$ cat config.mk
export PLATFORM = sky130hd
export DESIGN_NAME = spi_sclk_gen
export DESIGN_NICKNAME = d
export VERILOG_FILES = /design/src/rtl/spi_sclk_pkg.sv /design/src/rtl/spi_sclk_divreg.sv /design/src/rtl/spi_sclk_count.sv /design/src/rtl/spi_sclk_edge.sv /design/src/rtl/spi_sclk_gen.sv
export SDC_FILE = /design/constraint.sdc
export NUM_CORES = 1
export LEC_CHECK = 0
export ABC_AREA = 1
export BUFFER_PORTS_ARGS = -buffer_cell sky130_fd_sc_hd__buf_2
export CAP_MARGIN = 20
export CORE_MARGIN = 2
export CORE_UTILIZATION = 50
export DETAILED_ROUTE_END_ITERATION = 12
export PLACE_DENSITY = 0.81
export SETUP_SLACK_MARGIN = 0.4
export SLEW_MARGIN = 10
export SYNTH_ARGS = -nofsm -noshare
export SYNTH_HDL_FRONTEND = slang
export SYNTH_SLANG_ARGS = --single-unit
$ cat constraint.sdc
create_clock -name clk -period 4.4 [get_ports clk]
set_input_delay 0.44 -clock clk [delete_from_list [all_inputs] [get_ports clk]]
set_output_delay 0.44 -clock clk [all_outputs]
set_load 0.03 [all_outputs]
$ cat src/rtl/spi_sclk_pkg.sv
package spi_sclk_pkg;
  typedef struct packed {
    logic lead;
    logic trail;
  } sclk_stb_t;
endpackage

$ cat src/rtl/spi_sclk_divreg.sv
module spi_sclk_divreg #(
  parameter int DIV_W = 16
) (
  input  logic             clk,
  input  logic             rst_n,
  input  logic             ctrl_en,
  input  logic             div_we,
  input  logic [DIV_W-1:0] div_wdata,
  output logic [DIV_W-1:0] div_q
);
  always_ff @(posedge clk or negedge rst_n) begin
    if (!rst_n)                 div_q <= '0;
    else if (div_we && !ctrl_en) div_q <= div_wdata;
  end


  wr_lock_chk: assert property (@(posedge clk) disable iff (!rst_n)
    (div_we && ctrl_en) |=> $stable(div_q));
endmodule

$ cat src/rtl/spi_sclk_count.sv
module spi_sclk_count #(
  parameter int DIV_W = 16
) (
  input  logic             clk,
  input  logic             rst_n,
  input  logic             run,
  input  logic [DIV_W-2:0] half,
  output logic             tick
);
  localparam int HW = DIV_W - 1;
  localparam logic [HW-1:0] ONE = {{(HW-1){1'b0}}, 1'b1};

  logic [HW-1:0] cnt;
  logic          half_ok;

  assign half_ok = (half != '0);
  assign tick    = run && half_ok && (cnt == half - ONE);

  always_ff @(posedge clk or negedge rst_n) begin
    if (!rst_n)                cnt <= '0;
    else if (!run || !half_ok) cnt <= '0;
    else if (tick)             cnt <= '0;
    else                       cnt <= cnt + ONE;
  end


  no_tick_zero_chk: assert property (@(posedge clk) disable iff (!rst_n)
    (half == '0) |-> !tick);
endmodule

$ cat src/rtl/spi_sclk_edge.sv
module spi_sclk_edge
  import spi_sclk_pkg::*;
(
  input  logic      clk,
  input  logic      rst_n,
  input  logic      run,
  input  logic      cpol,
  input  logic      tick,
  output logic      sclk,
  output sclk_stb_t stb
);
  logic phase;

  always_ff @(posedge clk or negedge rst_n) begin
    if (!rst_n) begin
      sclk  <= 1'b0;
      phase <= 1'b0;
      stb   <= '0;
    end else if (!run) begin
      sclk  <= cpol;
      phase <= 1'b0;
      stb   <= '0;
    end else begin
      stb.lead  <= tick && !phase;
      stb.trail <= tick && phase;
      if (tick) begin
        sclk  <= ~sclk;
        phase <= ~phase;
      end
    end
  end


  idle_level_chk: assert property (@(posedge clk) disable iff (!rst_n)
    !run |=> (sclk == $past(cpol)) && !stb.lead && !stb.trail);

  stb_excl_chk: assert property (@(posedge clk) disable iff (!rst_n)
    $onehot0({stb.lead, stb.trail}));

  stb_edge_chk: assert property (@(posedge clk) disable iff (!rst_n)
    (stb.lead || stb.trail) |-> (sclk != $past(sclk)));
endmodule

$ cat src/rtl/spi_sclk_gen.sv
module spi_sclk_gen
  import spi_sclk_pkg::*;
#(
  parameter int DIV_W = 16
) (
  input  logic             clk,
  input  logic             rst_n,
  input  logic             ctrl_en,
  input  logic             div_we,
  input  logic [DIV_W-1:0] div_wdata,
  input  logic             cpol,
  input  logic             xfer_busy,
  output logic [DIV_W-1:0] div_q,
  output logic             sclk,
  output logic             lead_stb,
  output logic             trail_stb
);
  logic      run;
  logic      tick;
  sclk_stb_t stb;

  assign run = ctrl_en && xfer_busy;

  spi_sclk_divreg #(.DIV_W(DIV_W)) u_divreg (
    .clk(clk), .rst_n(rst_n), .ctrl_en(ctrl_en), .div_we(div_we),
    .div_wdata(div_wdata), .div_q(div_q));

  spi_sclk_count #(.DIV_W(DIV_W)) u_count (
    .clk(clk), .rst_n(rst_n), .run(run), .half(div_q[DIV_W-1:1]),
    .tick(tick));

  spi_sclk_edge u_edge (
    .clk(clk), .rst_n(rst_n), .run(run), .cpol(cpol), .tick(tick),
    .sclk(sclk), .stb(stb));

  assign lead_stb  = stb.lead;
  assign trail_stb = stb.trail;


  silent_zero_chk: assert property (@(posedge clk) disable iff (!rst_n)
    (div_q[DIV_W-1:1] == '0) |=> !lead_stb && !trail_stb);
endmodule

* Word-level counts from Yosys, hierarchy flattened
Index checks and enable logic that the tools add are counted.
** Storage, ports and cells
- Output and inout bits :: 19
- Register bits :: 35
** Operators by class
- Reductions and logical operators :: 12
- Muxes and demuxes :: 7
- Bitwise logic cells :: 2
- Add/sub/neg operators :: 2
- Equal/unequal tests :: 2
** Operators by type and width (number)
- $mux 15 :: 2
- $add 15x1->15 const B :: 1
- $eq 15x15->1 :: 1
- $reduce_bool 15->1 :: 1
- $sub 15x1->15 const B :: 1
- $logic_and 1x1->1 :: 6
- $logic_not 1->1 :: 4
- $mux 1 :: 4
- $mux 2 :: 1
- $ne 2x1->1 const B :: 1
- $not 1->1 :: 2
- $logic_or 1x1->1 :: 1

* Logic depth before layout (Yosys ltp)
- Depth in word-level cells :: 5
- Depth in mapped cells :: 15
- Gate-level depth less buffers :: 15

* By module
A second synthesis with hierarchy kept.
** Unflattened totals
- Cells, all modules :: 364
- Area, all modules :: 2512.4 um2
** Modules (own cells, without submodules)
- spi_sclk_count :: times used 1, cells an instance 275, area each 1659.1 um2
- spi_sclk_divreg :: times used 1, cells an instance 70, area each 684.4 um2
- spi_sclk_edge :: times used 1, cells an instance 17, area each 161.4 um2
- spi_sclk_gen :: times used 1, cells an instance 2, area each 7.5 um2

* Least setup slack after synthesis
Ideal clock, no wire load.
- Path kind :: flip-flop to flip-flop
- Start point :: register u_divreg.div_q[1]
- End point :: register u_count.cnt[10]
- Setup slack :: 2362 ps
- Data arrival time :: 1924 ps
- Period minus slack after synthesis :: 2038 ps
- Stages on the path, launching flop included :: 13
- Required time :: 4286 ps
- Path buffers :: 1
- Cell sequence :: dfrtp_1 > inv_2 > ha_1 > nand3_2 > nor2_4 > nand3_2 > nand3_1 > nand2_1 > nor2_2 > nand3_4 > buf_6 > nand3b_2 > inv_2
** Between the ends
- Word-level cells in the longest chain between the ends :: 5
- Elaborated cells between the ends (all ways) :: 9
- Those cells by class :: add/sub (1); eq/ne (1); mux (2); reduce/logical (5)
** RTL lines
- from (decl) :: RTL line spi_sclk_divreg.sv:9 : output logic [DIV_W-1:0] div_q
- from (signal assigned) :: RTL line spi_sclk_divreg.sv:13 : else if (div_we && !ctrl_en) div_q <= div_wdata;
- $sub 15x1->15 / $reduce_bool 15->1 (equally long branches) :: RTL line spi_sclk_count.sv:17, spi_sclk_count.sv:16
- $eq 15x15->1 / $logic_and 1x1->1 (equally long branches) :: RTL line spi_sclk_count.sv:17 : assign tick = run && half_ok && (cnt == half - ONE);
- $logic_and 1x1->1 :: RTL line spi_sclk_count.sv:17
- $mux 15 :: RTL line spi_sclk_count.sv:22 : else if (tick) cnt <= '0;
- $mux 15 (*) :: RTL line spi_sclk_count.sv:21 : else if (!run || !half_ok) cnt <= '0;
- to (signal assigned) :: RTL line spi_sclk_count.sv:23 : else cnt <= cnt + ONE;
- to (decl) :: RTL line spi_sclk_count.sv:13 : logic [HW-1:0] cnt;
Every way passes the cells marked *; elsewhere a longest branch is shown, timed or not.
A chain may end at the register's enable or synchronous reset.

* Final worst setup path
- Start point :: register u_divreg.div_q[1]
- End point :: register u_count.cnt[5]
Same word-level chain as after synthesis.

==> Flow_metrics.wiki <==
{| class="wikitable"
! Metric !! Value
|-
| Overall global routing resource usage || 22.9%
|-
| Slew Viols, Final || 0
|-
| Post-layout net count || 386
|-
| Congestion Overflow GR || 0
|-
| Unrepaired setup endpoints after global routing || no
|-
| Count of max-cap constraint violations || 0
|-
| Main synth FF type || dfrtp_1
|-
| Routed length per placed instance || 13.3 um
|-
| First-pass GRT wire length || 9340 um
|-
| Worst slew margin relative to its limit || 44.1%
|-
| Sort of element at the end of the critical path || register
|-
| Footprint of the flip-flops and latches || 876 um2
|-
| Clock-pin slew on the worst setup and hold paths || 0.07 ns
|-
| Post-synthesis cell area || 2390 um2
|-
| Worst min-delay path category || in -> async
|-
| Buffer levels on the longest clock path || 2
|-
| Final weighted congestion of routability-driven global placement || 0.886
|-
| I/O pin total || 41
|-
| TritonCTS clock tree || done
|-
| Vert. Die Dim || 73.2 um
|-
| Total Wirelength || 5540 um
|-
| Fraction of final layout cells with drive strength greater than 1 || 26.0%
|-
| Power density over cell area || 322 nW/um2
|-
| Number of clock sinks || 35
|-
| Static Leakage || 1.42 nW
|-
| Clock latency reported for the late side of the worst-skew pair || 0.30 ns
|-
| Chip width || 73.2 um
|-
| Highest-count cells in the layout ignoring fill and taps || nand2_1, buf_2, nor2_1
|-
| Required time worst endpoint || 4.60 ns
|-
| Number of synthesized flops with an enable pin || 0
|-
| Total number of vias || 2,181
|-
| Syn Nets || 343
|-
| Initial antenna violation count || 0
|-
| Sum of net half-perimeters after detailed placement || 4290 um
|-
| Final cycle utilization of the critical path || 50.7%
|-
| Remaining antenna violation count || 0
|-
| Total of buffers placed on input and output ports || 40
|-
| Category of the most critical setup path || reg -> reg
|-
| Final clock skew || 0.00476 ns
|-
| Fin Setup TNS || 0 ns
|-
| Starting density of the core || 51.3%
|-
| Number of failing hold endpoints at the final stage || 0
|-
| Placement Rows || 25
|-
| Maximum vdd drop || 225 uV
|-
| Number of antenna diodes || 0
|-
| Count of final setup violators || 0
|-
| Number of global-route vias before repair || 2,101
|-
| Cell Area, Placed || 2640 um2
|-
| Pre-Repair DR Iteration Count || 4
|-
| H-tree level count || 2
|-
| Warnings from Yosys || 0
|-
| Vias per Instance || 5.24
|-
| Multi-input gate area in the final layout || 1300 um2
|-
| Sequential area share after synthesis || 36.6%
|-
| TritonCTS buffer count || 5
|-
| Max FO, Critical Path || 18
|-
| Most common cell after layout, fill and taps aside || nand2_1
|-
| Result of the run || finished clean
|-
| Worst slew pin tran || 0.836 ns
|-
| Count of distinct cell types in the synthesized netlist || 34
|-
| Die Outline Area || 5350 um2
|-
| Number of setup buffers added after CTS || 0
|-
| Post-synthesis average cell area || 7.52 um2
|-
| Pin count of the biggest net entering global routing || 36
|-
| Violation count after the first detailed-routing iteration || 84
|-
| Area of all placed cells without fillers || 2760 um2
|-
| Count of state elements after synthesis || 35
|-
| Total of fill cells in the finished design || 422
|-
| Placeable Area || 4660 um2
|-
| Arrival @ worst endpoint || 2.43 ns
|-
| Post-route minimum period || 2.23 ns
|-
| Share of synthesized registers carrying an async set or reset || 100%
|-
| Remaining routing DRC violations || 0
|-
| Sort of element at the start of the critical path || register
|-
| Cts repair resizes || 0
|-
| Root buffer selected by CTS || clkbuf_8
|-
| Worst hold slack || 0.210 ns
|-
| Hold buffers post-CTS || 0
|-
| Syn-to-layout area delta || 15.2%
|-
| Synthesized instance count || 318
|-
| Maximum clock rate || 448 MHz
|}
==> layout make-up <==
class                      count  area share (%)
clock buffer                   6            3.00
clock inverter                 2            1.27
inverter                      52            7.08
multi-input combinational    227            47.1
sequential                    35            31.8
tap                           54            2.45
timing repair buffer          40            7.27
==> where the power goes <==
group	internal, mW	total (mW)	leakage [nW]	switching (mW)
Sequential	0.343	0.373	0.441	0.0300
Clock	0.183	0.308	0.0612	0.124
Combinational	0.0654	0.205	0.914	0.140
Total	0.592	0.886	1.42	0.294
==> synth_stat cells (2+ instances only) <==
library cell	n	area share, %
nand3b_2	3	1.4
nor2_4	4	1.9
a21oi_1	12	2.5
inv_1	38	6.0
nor2_1	39	6.1
o21ai_0	2	0.42
clkbuf_1	2	0.31
nor3_1	5	1.0
xor2_1	16	5.9
nand2_2	3	0.78
dfrtp_1	35	37
xnor2_1	5	1.8
nand3b_1	7	2.2
nand3_2	8	3.3
ha_1	3	1.6
nand3_1	24	5.0
nand4_1	4	1.0
o21ai_1	4	0.84
inv_2	13	2.0
nand2_1	67	11
nor2_2	7	1.8
mux2_2	5	2.4
==> per-stage QoR <==
| stage | cells | utilization [%] | total power, mW | setup slack (ns) |
|---|---|---|---|---|
| detailed placement | 408 | 56.6 | 0.583 | 2.17 |
| CTS | 416 | 59.1 | 0.891 | 2.17 |
| finish | 416 | 59.1 | 0.886 | 2.17 |
| floorplan | 318 | - | 0.517 | 2.36 |
| global placement | 408 | 56.6 | 0.576 | 2.28 |
| global route | 416 | 59.1 | 0.928 | 1.95 |
==> registers in the layout, summed over array words and instances (netlist names) <==
name	flops
u_divreg.div_q	16
u_count.cnt	15
u_edge.stb	2
u_edge.phase	1
u_edge.sclk	1
==> metal layers <==
layer / track usage [%] / wire length [um] / vias up
li1: - / - / 1085
met1: 27.1 / 2280 / 1006
met2: 38.6 / 2740 / 76
met3: 6.63 / 395 / 14
met4: 9.67 / 124 / 0
met5: 0 / 0 / -
==> critical path, stage by stage (launching register included) <==
cell and delay [ns]:
dfrtp_1 0.40, inv_2 0.08, ha_1 0.19, inv_1 0.07, nor2_1 0.07, a31oi_4 0.50, nand2_1 0.13, nor2_2 0.19
nand3_4 0.26, nand3b_1 0.18, inv_1 0.05
==> cells by family (layout without fill, tap and decap cells) <==
logic type	count (synthesis)	after routing	share of synthesized area [%]
XOR/XNOR	21	21	7.69
AO/OA/AOI/OAI	20	20	4.97
adder cells (fa/ha/maj)	3	3	1.57
AND/OR/NAND/NOR	178	178	37.7
flip-flops	35	35	36.6
multiplexers	5	5	2.35
buffers and inverters	56	100	9.10
==> final timing paths <==
kind                                            to  cells after the start               from  slack (ns)
worst max-delay path                u_count.cnt[5]                     10  u_divreg.div_q[1]        2.17
worst min-delay path                  u_edge.phase                      1              rst_n        0.21
worst max register to register      u_count.cnt[5]                     10  u_divreg.div_q[1]        2.17
worst min register to register       u_edge.stb[1]                      1       u_edge.phase        0.49
max in group asynchronous        u_divreg.div_q[1]                      1              rst_n        3.70
min in group clk                u_divreg.div_q[15]                      2      div_wdata[15]        0.36
No activity file was read; power rests on OpenSTA's default activity.
